File: src/rtl/dma_hub_pkg.sv
package dma_hub_pkg;
   // channel window: 2**CH_SPAN_LG2 bytes per channel
   localparam int CH_SPAN_LG2   = 5;
   localparam int REGS_PER_CH   = 7;
   localparam int REG_IDX_W     = CH_SPAN_LG2 - 2;

   // register index inside a channel window
   localparam int RI_SRC  = 0;
   localparam int RI_DST  = 1;
   localparam int RI_CNT  = 2;
   localparam int RI_RTYP = 3;
   localparam int RI_STAT = 4;
   localparam int RI_CMD  = 5;
   localparam int RI_DESC = 6;

   // global register offsets
   localparam int GLB_CTRL_OFS  = 'h300;
   localparam int GLB_IRQ_OFS   = 'h304;
   localparam int GLB_DBCLR_OFS = 'h308;
   localparam int GLB_DBSET_OFS = 'h30C;

   // status/control bits of a channel
   localparam int ST_RUN  = 0;
   localparam int ST_DONE = 3;
   localparam int ST_AERR = 4;
   // command bits of a channel
   localparam int CM_IRQ  = 1;
   // global control bits
   localparam int GC_EN    = 0;
   localparam int GC_AERR  = 2;
   localparam int GC_HALT  = 3;
   localparam int GC_MODE  = 8;
   localparam int GC_KEEP  = 'h30D;

   function automatic logic [31:0] masked_merge(input logic [31:0] old_v,
                                                 input logic [31:0] new_v,
                                                 input logic [31:0] msk);
      return (old_v & ~msk) | (new_v & msk);
   endfunction
endpackage

File: src/rtl/dma_hub_decode.sv
module dma_hub_decode
   import dma_hub_pkg::*;
#(
   parameter int NUM_CH = 6,
   parameter int ADDR_W = 10
) (
   input  logic [ADDR_W-1:0]    addr,
   output logic [NUM_CH-1:0]    ch_sel,
   output logic [REG_IDX_W-1:0] reg_idx,
   output logic                 ctrl_sel,
   output logic                 irqs_sel,
   output logic                 dbclr_sel,
   output logic                 dbset_sel
);
   localparam int FIELD_W = ADDR_W - CH_SPAN_LG2;

   logic               aligned;
   logic [FIELD_W-1:0] ch_field;
   logic               slot_ok;

   assign aligned  = (addr[1:0] == 2'b00);
   assign ch_field = addr[ADDR_W-1:CH_SPAN_LG2];
   assign reg_idx  = addr[CH_SPAN_LG2-1:2];
   assign slot_ok  = aligned && (int'(reg_idx) < REGS_PER_CH);

   for (genvar g = 0; g < NUM_CH; g++) begin : g_sel
      assign ch_sel[g] = slot_ok && (ch_field == FIELD_W'(g));
   end

   assign ctrl_sel  = (addr == ADDR_W'(GLB_CTRL_OFS));
   assign irqs_sel  = (addr == ADDR_W'(GLB_IRQ_OFS));
   assign dbclr_sel = (addr == ADDR_W'(GLB_DBCLR_OFS));
   assign dbset_sel = (addr == ADDR_W'(GLB_DBSET_OFS));
endmodule

File: src/rtl/dma_hub_chan_bank.sv
module dma_hub_chan_bank
   import dma_hub_pkg::*;
#(
   parameter int DATA_W = 32
) (
   input  logic                 clk,
   input  logic                 rst_n,
   input  logic                 wr_en,
   input  logic [REG_IDX_W-1:0] reg_idx,
   input  logic [DATA_W-1:0]    wdata,
   input  logic [DATA_W-1:0]    wmask,
   input  logic                 done_set,
   input  logic                 aerr_set,
   output logic [DATA_W-1:0]    rdata,
   output logic                 chan_run,
   output logic                 xfer_done,
   output logic                 irq_en
);
   logic [DATA_W-1:0] regs_q [REGS_PER_CH];

   always_ff @(posedge clk or negedge rst_n) begin
      if (!rst_n) begin
         for (int k = 0; k < REGS_PER_CH; k++) regs_q[k] <= '0;
      end else begin
         for (int k = 0; k < REGS_PER_CH; k++) begin
            if (wr_en && (int'(reg_idx) == k))
               regs_q[k] <= (regs_q[k] & ~wmask) | (wdata & wmask);
         end
         // hardware events take precedence over a same-cycle software write
         if (done_set) regs_q[RI_STAT][ST_DONE] <= 1'b1;
         if (aerr_set) regs_q[RI_STAT][ST_AERR] <= 1'b1;
      end
   end

   always_comb begin
      rdata = '0;
      for (int k = 0; k < REGS_PER_CH; k++)
         if (int'(reg_idx) == k) rdata = regs_q[k];
   end

   assign chan_run  = regs_q[RI_STAT][ST_RUN];
   assign xfer_done = regs_q[RI_STAT][ST_DONE];
   assign irq_en    = regs_q[RI_CMD][CM_IRQ];
endmodule

File: src/rtl/dma_hub_glb.sv
module dma_hub_glb
   import dma_hub_pkg::*;
#(
   parameter int NUM_CH = 6,
   parameter int DATA_W = 32
) (
   input  logic              clk,
   input  logic              rst_n,
   input  logic              ctrl_wr,
   input  logic              dbclr_wr,
   input  logic              dbset_wr,
   input  logic [DATA_W-1:0] wdata,
   input  logic [DATA_W-1:0] wmask,
   input  logic              any_aerr,
   output logic [DATA_W-1:0] ctrl_rd,
   output logic [NUM_CH-1:0] db_rd,
   output logic              glb_en,
   output logic              glb_halt,
   output logic              glb_aerr,
   output logic [1:0]        glb_mode
);
   localparam logic [DATA_W-1:0] KEEP = DATA_W'(GC_KEEP);

   logic [DATA_W-1:0] ctrl_q;
   logic [NUM_CH-1:0] db_q;
   logic [NUM_CH-1:0] db_bits;

   assign db_bits = wdata[NUM_CH-1:0] & wmask[NUM_CH-1:0];

   always_ff @(posedge clk or negedge rst_n) begin
      if (!rst_n) begin
         ctrl_q <= '0;
      end else begin
         if (ctrl_wr)
            ctrl_q <= ((ctrl_q & ~wmask) | (wdata & wmask)) & KEEP;
         if (any_aerr) begin
            ctrl_q[GC_AERR] <= 1'b1;
            ctrl_q[GC_HALT] <= 1'b1;
         end
      end
   end

   always_ff @(posedge clk or negedge rst_n) begin
      if (!rst_n)        db_q <= '0;
      else if (dbset_wr) db_q <= db_q | db_bits;
      else if (dbclr_wr) db_q <= db_q & ~db_bits;
   end

   assign ctrl_rd  = ctrl_q;
   assign db_rd    = db_q;
   assign glb_en   = ctrl_q[GC_EN];
   assign glb_halt = ctrl_q[GC_HALT];
   assign glb_aerr = ctrl_q[GC_AERR];
   assign glb_mode = ctrl_q[GC_MODE+1:GC_MODE];
endmodule

File: src/rtl/dma_hub_arb.sv
module dma_hub_arb #(
   parameter int NUM_CH    = 6,
   parameter bit RR_ENABLE = 1'b1
) (
   input  logic              clk,
   input  logic              rst_n,
   input  logic [NUM_CH-1:0] elig,
   input  logic              rr_mode,
   output logic [NUM_CH-1:0] grant
);
   localparam int IDX_W = $clog2(NUM_CH);

   logic [IDX_W-1:0]  last_q;
   logic [IDX_W-1:0]  g_idx;
   logic [NUM_CH-1:0] fx_g;
   logic [NUM_CH-1:0] rr_g;

   // fixed priority: scan downwards so the lowest index is kept
   always_comb begin
      fx_g = '0;
      for (int i = NUM_CH - 1; i >= 0; i--) begin
         if (elig[i]) begin
            fx_g    = '0;
            fx_g[i] = 1'b1;
         end
      end
   end

   if (RR_ENABLE) begin : g_rr
      always_comb begin
         logic found;
         int   idx;
         rr_g  = '0;
         found = 1'b0;
         for (int k = 1; k <= NUM_CH; k++) begin
            idx = (int'(last_q) + k) % NUM_CH;
            if (!found && elig[idx]) begin
               rr_g[idx] = 1'b1;
               found     = 1'b1;
            end
         end
      end
   end else begin : g_fixed_only
      assign rr_g = fx_g;
   end

   assign grant = rr_mode ? rr_g : fx_g;

   always_comb begin
      g_idx = last_q;
      for (int i = 0; i < NUM_CH; i++)
         if (grant[i]) g_idx = IDX_W'(i);
   end

   always_ff @(posedge clk or negedge rst_n) begin
      if (!rst_n)      last_q <= IDX_W'(NUM_CH - 1);
      else if (|grant) last_q <= g_idx;
   end
endmodule

File: src/rtl/dma_ctl_hub.sv
module dma_ctl_hub
   import dma_hub_pkg::*;
#(
   parameter int NUM_CH    = 6,
   parameter int ADDR_W    = 10,
   parameter int DATA_W    = 32,
   parameter bit RR_ENABLE = 1'b1
) (
   input  logic              clk,
   input  logic              rst_n,
   input  logic              bus_we,
   input  logic [ADDR_W-1:0] bus_addr,
   input  logic [DATA_W-1:0] bus_wdata,
   input  logic [DATA_W-1:0] bus_wmask,
   output logic [DATA_W-1:0] bus_rdata,
   input  logic [NUM_CH-1:0] ch_req,
   input  logic [NUM_CH-1:0] ch_done_set,
   input  logic [NUM_CH-1:0] ch_addr_err,
   output logic [NUM_CH-1:0] port_grant,
   output logic              irq_out
);
   // elaboration-time parameter checks
   if (NUM_CH < 2 || NUM_CH > 16)
      $error("dma_ctl_hub: NUM_CH must lie in 2..16");
   if ((NUM_CH << CH_SPAN_LG2) > GLB_CTRL_OFS)
      $error("dma_ctl_hub: channel windows overlap the global registers");
   if (ADDR_W < 10 || ADDR_W > 16)
      $error("dma_ctl_hub: ADDR_W must lie in 10..16");
   if (DATA_W != 32)
      $error("dma_ctl_hub: DATA_W must be 32");

   logic [NUM_CH-1:0]    ch_sel;
   logic [REG_IDX_W-1:0] reg_idx;
   logic                 ctrl_sel, irqs_sel, dbclr_sel, dbset_sel;
   logic [DATA_W-1:0]    bank_rd [NUM_CH];
   logic [NUM_CH-1:0]    ch_run_vec, ch_done_vec, ch_irqen_vec;
   logic [NUM_CH-1:0]    irq_stat, elig, db_rd;
   logic [DATA_W-1:0]    ctrl_rd;
   logic                 glb_en, glb_halt, glb_aerr;
   logic [1:0]           glb_mode;

   dma_hub_decode #(.NUM_CH(NUM_CH), .ADDR_W(ADDR_W)) u_dec (
      .addr(bus_addr), .ch_sel(ch_sel), .reg_idx(reg_idx),
      .ctrl_sel(ctrl_sel), .irqs_sel(irqs_sel),
      .dbclr_sel(dbclr_sel), .dbset_sel(dbset_sel)
   );

   for (genvar g = 0; g < NUM_CH; g++) begin : g_bank
      dma_hub_chan_bank #(.DATA_W(DATA_W)) u_bank (
         .clk(clk), .rst_n(rst_n),
         .wr_en(bus_we & ch_sel[g]), .reg_idx(reg_idx),
         .wdata(bus_wdata), .wmask(bus_wmask),
         .done_set(ch_done_set[g]), .aerr_set(ch_addr_err[g]),
         .rdata(bank_rd[g]), .chan_run(ch_run_vec[g]),
         .xfer_done(ch_done_vec[g]), .irq_en(ch_irqen_vec[g])
      );
   end

   dma_hub_glb #(.NUM_CH(NUM_CH), .DATA_W(DATA_W)) u_glb (
      .clk(clk), .rst_n(rst_n),
      .ctrl_wr(bus_we & ctrl_sel), .dbclr_wr(bus_we & dbclr_sel),
      .dbset_wr(bus_we & dbset_sel),
      .wdata(bus_wdata), .wmask(bus_wmask), .any_aerr(|ch_addr_err),
      .ctrl_rd(ctrl_rd), .db_rd(db_rd),
      .glb_en(glb_en), .glb_halt(glb_halt), .glb_aerr(glb_aerr),
      .glb_mode(glb_mode)
   );

   assign elig = ch_req & ch_run_vec & {NUM_CH{glb_en & ~glb_halt}};

   dma_hub_arb #(.NUM_CH(NUM_CH), .RR_ENABLE(RR_ENABLE)) u_arb (
      .clk(clk), .rst_n(rst_n), .elig(elig),
      .rr_mode(glb_mode != 2'b00), .grant(port_grant)
   );

   assign irq_stat = ch_done_vec & ch_irqen_vec;
   assign irq_out  = |irq_stat;

   always_comb begin
      bus_rdata = '0;
      for (int i = 0; i < NUM_CH; i++)
         if (ch_sel[i]) bus_rdata = bus_rdata | bank_rd[i];
      if (ctrl_sel)  bus_rdata = bus_rdata | ctrl_rd;
      if (irqs_sel)  bus_rdata = bus_rdata | DATA_W'(irq_stat);
      if (dbclr_sel) bus_rdata = bus_rdata | DATA_W'(db_rd);
   end
endmodule

File: config.mk
export PLATFORM = sky130hd
export DESIGN_NAME = dma_ctl_hub
export DESIGN_NICKNAME = d
export VERILOG_FILES = /design/src/rtl/dma_hub_pkg.sv /design/src/rtl/dma_hub_decode.sv /design/src/rtl/dma_hub_chan_bank.sv /design/src/rtl/dma_hub_glb.sv /design/src/rtl/dma_hub_arb.sv /design/src/rtl/dma_ctl_hub.sv
export SDC_FILE = /design/constraint.sdc
export NUM_CORES = 2
export LEC_CHECK = 0
export ABC_AREA = 0
export CAP_MARGIN = 20
export CORE_MARGIN = 2
export CORE_UTILIZATION = 50
export CTS_CLUSTER_SIZE = 14
export DETAILED_ROUTE_END_ITERATION = 16
export PLACE_DENSITY = 0.78
export REMOVE_ABC_BUFFERS = 1
export SYNTH_ARGS = -nofsm -noshare
export SYNTH_HDL_FRONTEND = slang
export SYNTH_SLANG_ARGS = --single-unit
File: constraint.sdc
create_clock -name clk -period 4.5 [get_ports clk]
set_clock_uncertainty 0.05 [all_clocks]
set_input_delay 0.45 -clock clk [delete_from_list [all_inputs] [get_ports clk]]
set_output_delay 0.45 -clock clk [all_outputs]
set_load 0.02 [all_outputs]
### Word-level counts from Yosys, hierarchy flattened

Index checks and enable logic that the tools add are counted.

* ROM bits: 0
* bits in latches: 0
* output and inout port bits: 39
* memories kept: 0
* input port bits: 95
* logic and storage cells: 432
* register bits after elaboration: 1358
* memory bits (writable): 0

* multiply operators: 0
* mux-type cells: 127
* bitwise logic cells: 119
* shifts and indexed selects: 0
* $add $sub $neg: 6
* $lt $le $gt $ge: 13
* reduce and logical (&&, ||, !) cells: 88
* equality and inequality tests: 15
* div/mod/pow operators: 6

Operator list (count)
* $mux 32: 51
* $or 32x32->32: 47
* $and 32x32->32: 43
* $ge 32x1->1 const B: 6
* $lt 32x5->1 const B: 6
* $mod 32x4->32 const B: 6
* $mux 6: 15
* $or 32x6->32: 2
* $logic_and 1x1->1: 60
* $eq 10x10->1 const B: 4
* $or 6x6->6: 6
* $mux 1: 35
* $not 32->32: 1
* $or 32x10->32: 1
* $and 6x6->6: 5
* $mux 5: 6
* $reduce_bool 2->1: 15
* $bmux 1 s3: 6
* $demux 1 s3: 6
* $mux 3: 6
* $reduce_or 6->1: 3
* $add 3x3->4 const B: 3
* $eq 3x3->1 const B: 4
* $and 1x1->1: 10
* other kinds (19): 27

### Depth between registers and ports, before layout

* depth after elaboration: 29
* depth in mapped cells: 17
* mapped depth without buffers: 16

### Cells and area by module

A second synthesis with hierarchy kept.

* cell total of the unflattened synthesis: 6667
* area, all modules: 73904.6 µm²

By module, submodules not included
* dma_hub_chan_bank: area an instance 11616.1 µm², seq. area each 5605.4 µm², instances 6, cells each 1022
* dma_hub_arb: area an instance 1950.6 µm², seq. area each 77.6 µm², instances 1, cells each 253
* dma_ctl_hub: area an instance 1372.6 µm², seq. area each 0.0 µm², instances 1, cells each 191
* dma_hub_glb: area an instance 700.7 µm², seq. area each 275.3 µm², instances 1, cells each 66
* dma_hub_decode: area an instance 183.9 µm², seq. area each 0.0 µm², instances 1, cells each 25

### Least setup slack after synthesis

OpenSTA, ideal clock, no wires.

* path type: reg2reg
* from: register u_arb.last_q[2]
* to: register u_arb.last_q[0]
* setup time: 88 ps
* data arrival time: 3976 ps
* period minus slack after synthesis: 4114 ps
* stages on the path, launching flop included: 17
* path buffers: 1
* path slack: 386 ps
* cells stage by stage: dfstp_2 buf_2 inv_1 ha_1 nand2_1 nand2_1 ha_1 nand2b_1 or4_4 a21o_1 a21boi_1 a311oi_1 nor4b_1 a2111oi_0 a211oi_2 nor4_1 or3_1

* elaborated cells on any way between the ends: 95
* classes of those cells: add/sub (6); div (6); order compare (12); mux (47); bitwise (5); reduce/logical (19)

RTL lines
* start, declared: line dma_hub_arb.sv:13 `logic [IDX_W-1:0] last_q;`
* start signal, assigned: line dma_hub_arb.sv:56 `if (!rst_n) last_q <= IDX_W'(NUM_CH - 1);`
* start signal, assigned: line dma_hub_arb.sv:57 `else if (|grant) last_q <= g_idx;`
* parallel branches: the longest is 20 deep, another holds $mod 32x4->32
* $mux 6 *: line dma_hub_arb.sv:37 `if (!found && elig[idx]) begin`
* $mux 6 *: line dma_hub_arb.sv:47 `assign grant = rr_mode ? rr_g : fx_g;`
* net port_grant[4]: line dma_ctl_hub.sv:19 `output logic [NUM_CH-1:0] port_grant,`
* $reduce_bool 6->1 (no source line), or another cell as far along
* $reduce_and 2->1 (no source line) / $mux 3 (equally long branches)

Mark *: on every way through the listed nets, which the timed path passes. The select of a mux whose other input is x is not followed.
A chain may end at the register's enable or synchronous reset.

### Final worst setup path

* from: register u_arb.last_q[0]
* to: output port_grant[0]

* cells in the longest elaborated chain, start to end: 22
* elaborated cells on any way between the ends: 87
* classes of those cells: add/sub (6); div (6); order compare (12); mux (42); bitwise (5); reduce/logical (16)

Ends and longest elaborated chain (line)
* parallel branches: the longest is 20 deep, another holds $mod 32x4->32
* $mux 6 *: dma_hub_arb.sv:37
* $mux 6 *: dma_hub_arb.sv:47
* end, declared: dma_ctl_hub.sv:19

Mark *: on every way between the ends. The select of a mux whose other input is x is not followed.

==> key figures <==
Outcome
  • Outcome: complete, but fails checks
  • Violations in the final reports: setup timing

Layout
  • Fraction of final layout cells with drive strength greater than 1: 0.333
  • Fin cells: 8322
  • Cell area after layout: 79200 µm²
  • Syn-to-layout area delta: 14.6%
  • Final nets: 6528
  • Post-layout utilization of the core: 0.577

Power and ir drop
  • Power per standard cell area: 365 nW/µm²
  • Leakage power: 36.6 nW
  • VDD IR-drop max: 412 µV

Placement
  • Number of input and output port buffers inserted: 133
  • Detailed Place HPWL: 139000 µm
  • Cell area reported after detailed placement: 73600 µm²
  • Count of placed standard cells including taps: 8028
  • Placer's final routability congestion estimate: 0.925

Setup path
  • Endpoint of the most critical setup path: port_grant[0]
  • Largest fanout on the critical path: 5
  • Worst Setup Path Type: reg -> out
  • Signal arrival time at the worst endpoint: 4.13 ns
  • Reg-to-reg endpoint: u_arb.last_q[2]
  • Endpoint kind of the worst setup timing path: primary output
  • Startpoint types: flip-flop
  • Reg2Reg Setup Slack: 0.35 ns
  • Origin of the critical flop-to-flop path: u_arb.last_q[0]
  • Number of cells on the worst reg-to-reg path: 19
  • Required time reported for the critical path endpoint: 4.00 ns
  • Startpoint of the most critical setup path: u_arb.last_q[0]

Route
  • Detailed-route wire length per cell: 27.8 µm
  • Via total after detailed routing: 54000
  • Wire length reported by the detailed router: 231000 µm
  • Drt pass-1 iters: 8
  • Amount of wire on met2 after detailed routing: 102000 µm
  • Final ANT Viol Nets: 0
  • Iteration-0 DRC count of the detailed router: 7073
  • Total met3 wirelength after detailed routing: 28800 µm
  • Max layer used: met5
  • Met1 WL: 85300 µm
  • Final routed DRC violation total: 0
  • Via-per-instance ratio: 6.49

Clock network
  • Worst-skew pair later-pin latency: 0.78 ns
  • Cell at the root of the clock tree: sky130_fd_sc_hd__clkbuf_16
  • Maximum clock insertion buffer count: 3
  • Number of buffers created by CTS: 145
  • CTS tree: built
  • H-tree Lvls: 4
  • Clock transition at the registers of the reported paths: 0.06 ns
  • Clk sinks: 1358

Logic synthesis
  • Gate Count Post-Synth: 6389
  • Largest cells by area after synthesis: sky130_fd_sc_hd__dfrtp_1 (49%), sky130_fd_sc_hd__mux2_2 (22%), sky130_fd_sc_hd__nand2_1 (8.4%)
  • Cell type with the largest total area after synthesis: sky130_fd_sc_hd__dfrtp_1
  • Post-synthesis cell area: 69100 µm²
  • Post-synthesis cell type count: 85
  • Post-synth top area share: 0.491
  • Fraction of registers with async set or reset after synthesis: 1.00
  • Number of synthesized flops with an enable pin: 0
  • Predominant post-synthesis flop cell: sky130_fd_sc_hd__dfrtp_1
  • Seq/Total Area, Yosys: 0.491
  • List of most frequent post-synthesis cells: sky130_fd_sc_hd__nand2_1 (1544), sky130_fd_sc_hd__dfrtp_1 (1356), sky130_fd_sc_hd__mux2_2 (1351)
  • Yosys warning total: 0
  • Cell with the most instances after synthesis: sky130_fd_sc_hd__nand2_1
  • Syn Area/Cell: 10.8 µm²
  • Number of synthesized register bits: 1358

Global routing
  • Gr usage total: 0.324
  • Pin count of the biggest net entering global routing: 146
  • Overflow left after global routing: 0
  • First-pass GRT wire length: 345000 µm
  • Antenna violations before repair: 6
  • Number of global-route vias before repair: 54100

Run
  • Number of maximum-capacitance constraint violations: 0

Floorplan
  • Horizontal die dimension: 376 µm
  • Effective utilization at floorplan: 0.504
  • Die Outline Area: 141000 µm²
  • Die span in y: 376 µm
  • Row count: 136
  • Core outline area: 137000 µm²
  • Number of top-level pins: 134

Timing
  • Tightest slew margin relative to the limit: 0.234
  • Actual transition at the worst max-transition pin: 1.15 ns
  • Time the final worst path needs with I/O delays and setup: 4.63 ns
  • Post-route setup TNS: -0.613 ns
  • Count of final hold-check violations: 0
  • Count of final max-slew check failures: 0
  • Finish-stage setup viols: 6
  • Peak Freq: 216 MHz
  • Final worst slack: -0.128 ns
  • Final worst path period share: 1.03
  • Setup repair after global routing missed its margin: yes

Min path
  • Class of the tightest hold or removal check: in -> async
[worst min-delay path by stage]
stage | from | endpoint | slack [ns] | cells past startpoint
finish | rst_n | async pin | 0.23 | 2
global route | ch_addr_err[2] | g_bank[2].u_bank.regs_q[68] | 0.26 | 2
CTS | ch_addr_err[2] | g_bank[2].u_bank.regs_q[68] | 0.23 | 2
detailed placement | rst_n | async pin | 0.43 | 1
global placement | flip-flop | flip-flop | 0.42 | 1
floorplan | rst_n | async pin | 0.10 | 0
[per-layer routing]
layer,up-vias,track usage
li1,22400,-
met5,-,0.00720
met3,851,0.0989
met1,27300,0.415
met4,8,0.180
met2,3449,0.490
[logic make-up (layout without fill, tap and decap cells)]
group                    Yosys count  after routing  share of synthesized area
AO/OA/AOI/OAI                    752            752                     0.0737
XOR/XNOR                           2              2                   0.000471
adder cells (fa/ha/maj)           21             21                    0.00380
buffers and inverters            631            767                     0.0350
flip-flops                      1358           1358                      0.491
multiplexers                    1717           1717                      0.286
other                              0              3                          0
AND/OR/NAND/NOR                 1908           1908                      0.109
[placed cells by master, fill, tap and decap left out, drive strengths merged, types with 11 or more instances in the layout]
cell,synthesis,layout
clkinv,1,29
nand4,11,11
clkdlybuf4s50,0,99
nor4,13,13
o22ai,69,69
o211ai,23,23
inv,19,25
a211oi,33,33
dfrtp,1356,1356
mux2,1398,1398
nor2b,15,15
mux2i,251,251
a221oi,60,60
o21ai,156,156
a311o,14,14
buf,129,387
nand2,1544,1544
a22oi,49,49
nand3,28,28
ha,21,21
nor3,15,15
o221ai,82,82
clkbuf,482,218
a221o,11,11
a21boi,13,13
nor2,223,223
a21oi,170,170
mux4,68,68
[repair_timing]
| item | 4_1_cts | 5_1_grt |
|---|---|---|
| gates resized for setup | 104 | 34 |
| hold buffers | 1 | 0 |
| hold endpoints to repair | 100 | 0 |
| pin swaps | 31 | 39 |
| buffers inserted | 21 | 10 |
| endpoints found under the setup margin | 6 | 7 |
[critical path, stage by stage, from the launching register on]
cell and delay [ns]:
sky130_fd_sc_hd__dfstp_2 0.59, sky130_fd_sc_hd__ha_4 0.18, sky130_fd_sc_hd__xnor2_4 0.13, sky130_fd_sc_hd__buf_6 0.14, sky130_fd_sc_hd__buf_6 0.09, sky130_fd_sc_hd__nand2_4 0.05
sky130_fd_sc_hd__ha_4 0.18, sky130_fd_sc_hd__and3_4 0.16, sky130_fd_sc_hd__a221oi_4 0.27, sky130_fd_sc_hd__nand4b_1 0.20, sky130_fd_sc_hd__o31a_4 0.20, sky130_fd_sc_hd__buf_6 0.11
sky130_fd_sc_hd__nand4_4 0.10, sky130_fd_sc_hd__buf_6 0.15, sky130_fd_sc_hd__nor3_4 0.15, sky130_fd_sc_hd__a221oi_2 0.10, sky130_fd_sc_hd__a221o_1 0.36, sky130_fd_sc_hd__inv_2 0.08
sky130_fd_sc_hd__buf_6 0.11
[through the flow]
| step | worst slack (ns) | hold slack (ns) | power (mW) |
|---|---|---|---|
| 6_report | -0.128 | 0.231 | 28.9 |
| 5_1_grt | -0.281 | 0.258 | 29.8 |
| 4_1_cts | -0.201 | 0.234 | 28.6 |
| 3_5_place_dp | -0.124 | 0.426 | 16.1 |
| 3_3_place_gp | -0.122 | 0.418 | 16.1 |
| 2_1_floorplan | -1.16 | 0.104 | 14.1 |
[cell type report]
type                            count  area (µm²)
Fill cell                       10900       58100
Sequential cell                  1358       34000
Timing Repair Buffer              487        4510
Clock inverter                     42         469
Multi-Input combinational cell   4400       33600
Antenna cell                        3        7.51
Inverter                           20        81.3
Tap cell                         1794        2240
Clock buffer                      218        4320
[report_power, final]
group | switching [mW] | leakage, nW | internal, mW
Sequential | 0.0758 | 18.9 | 12.3
Clock | 5.09 | 2.36 | 7.00
Combinational | 2.61 | 15.3 | 1.80
Total | 7.77 | 36.6 | 21.1
No activity file was read; power rests on OpenSTA's default activity.
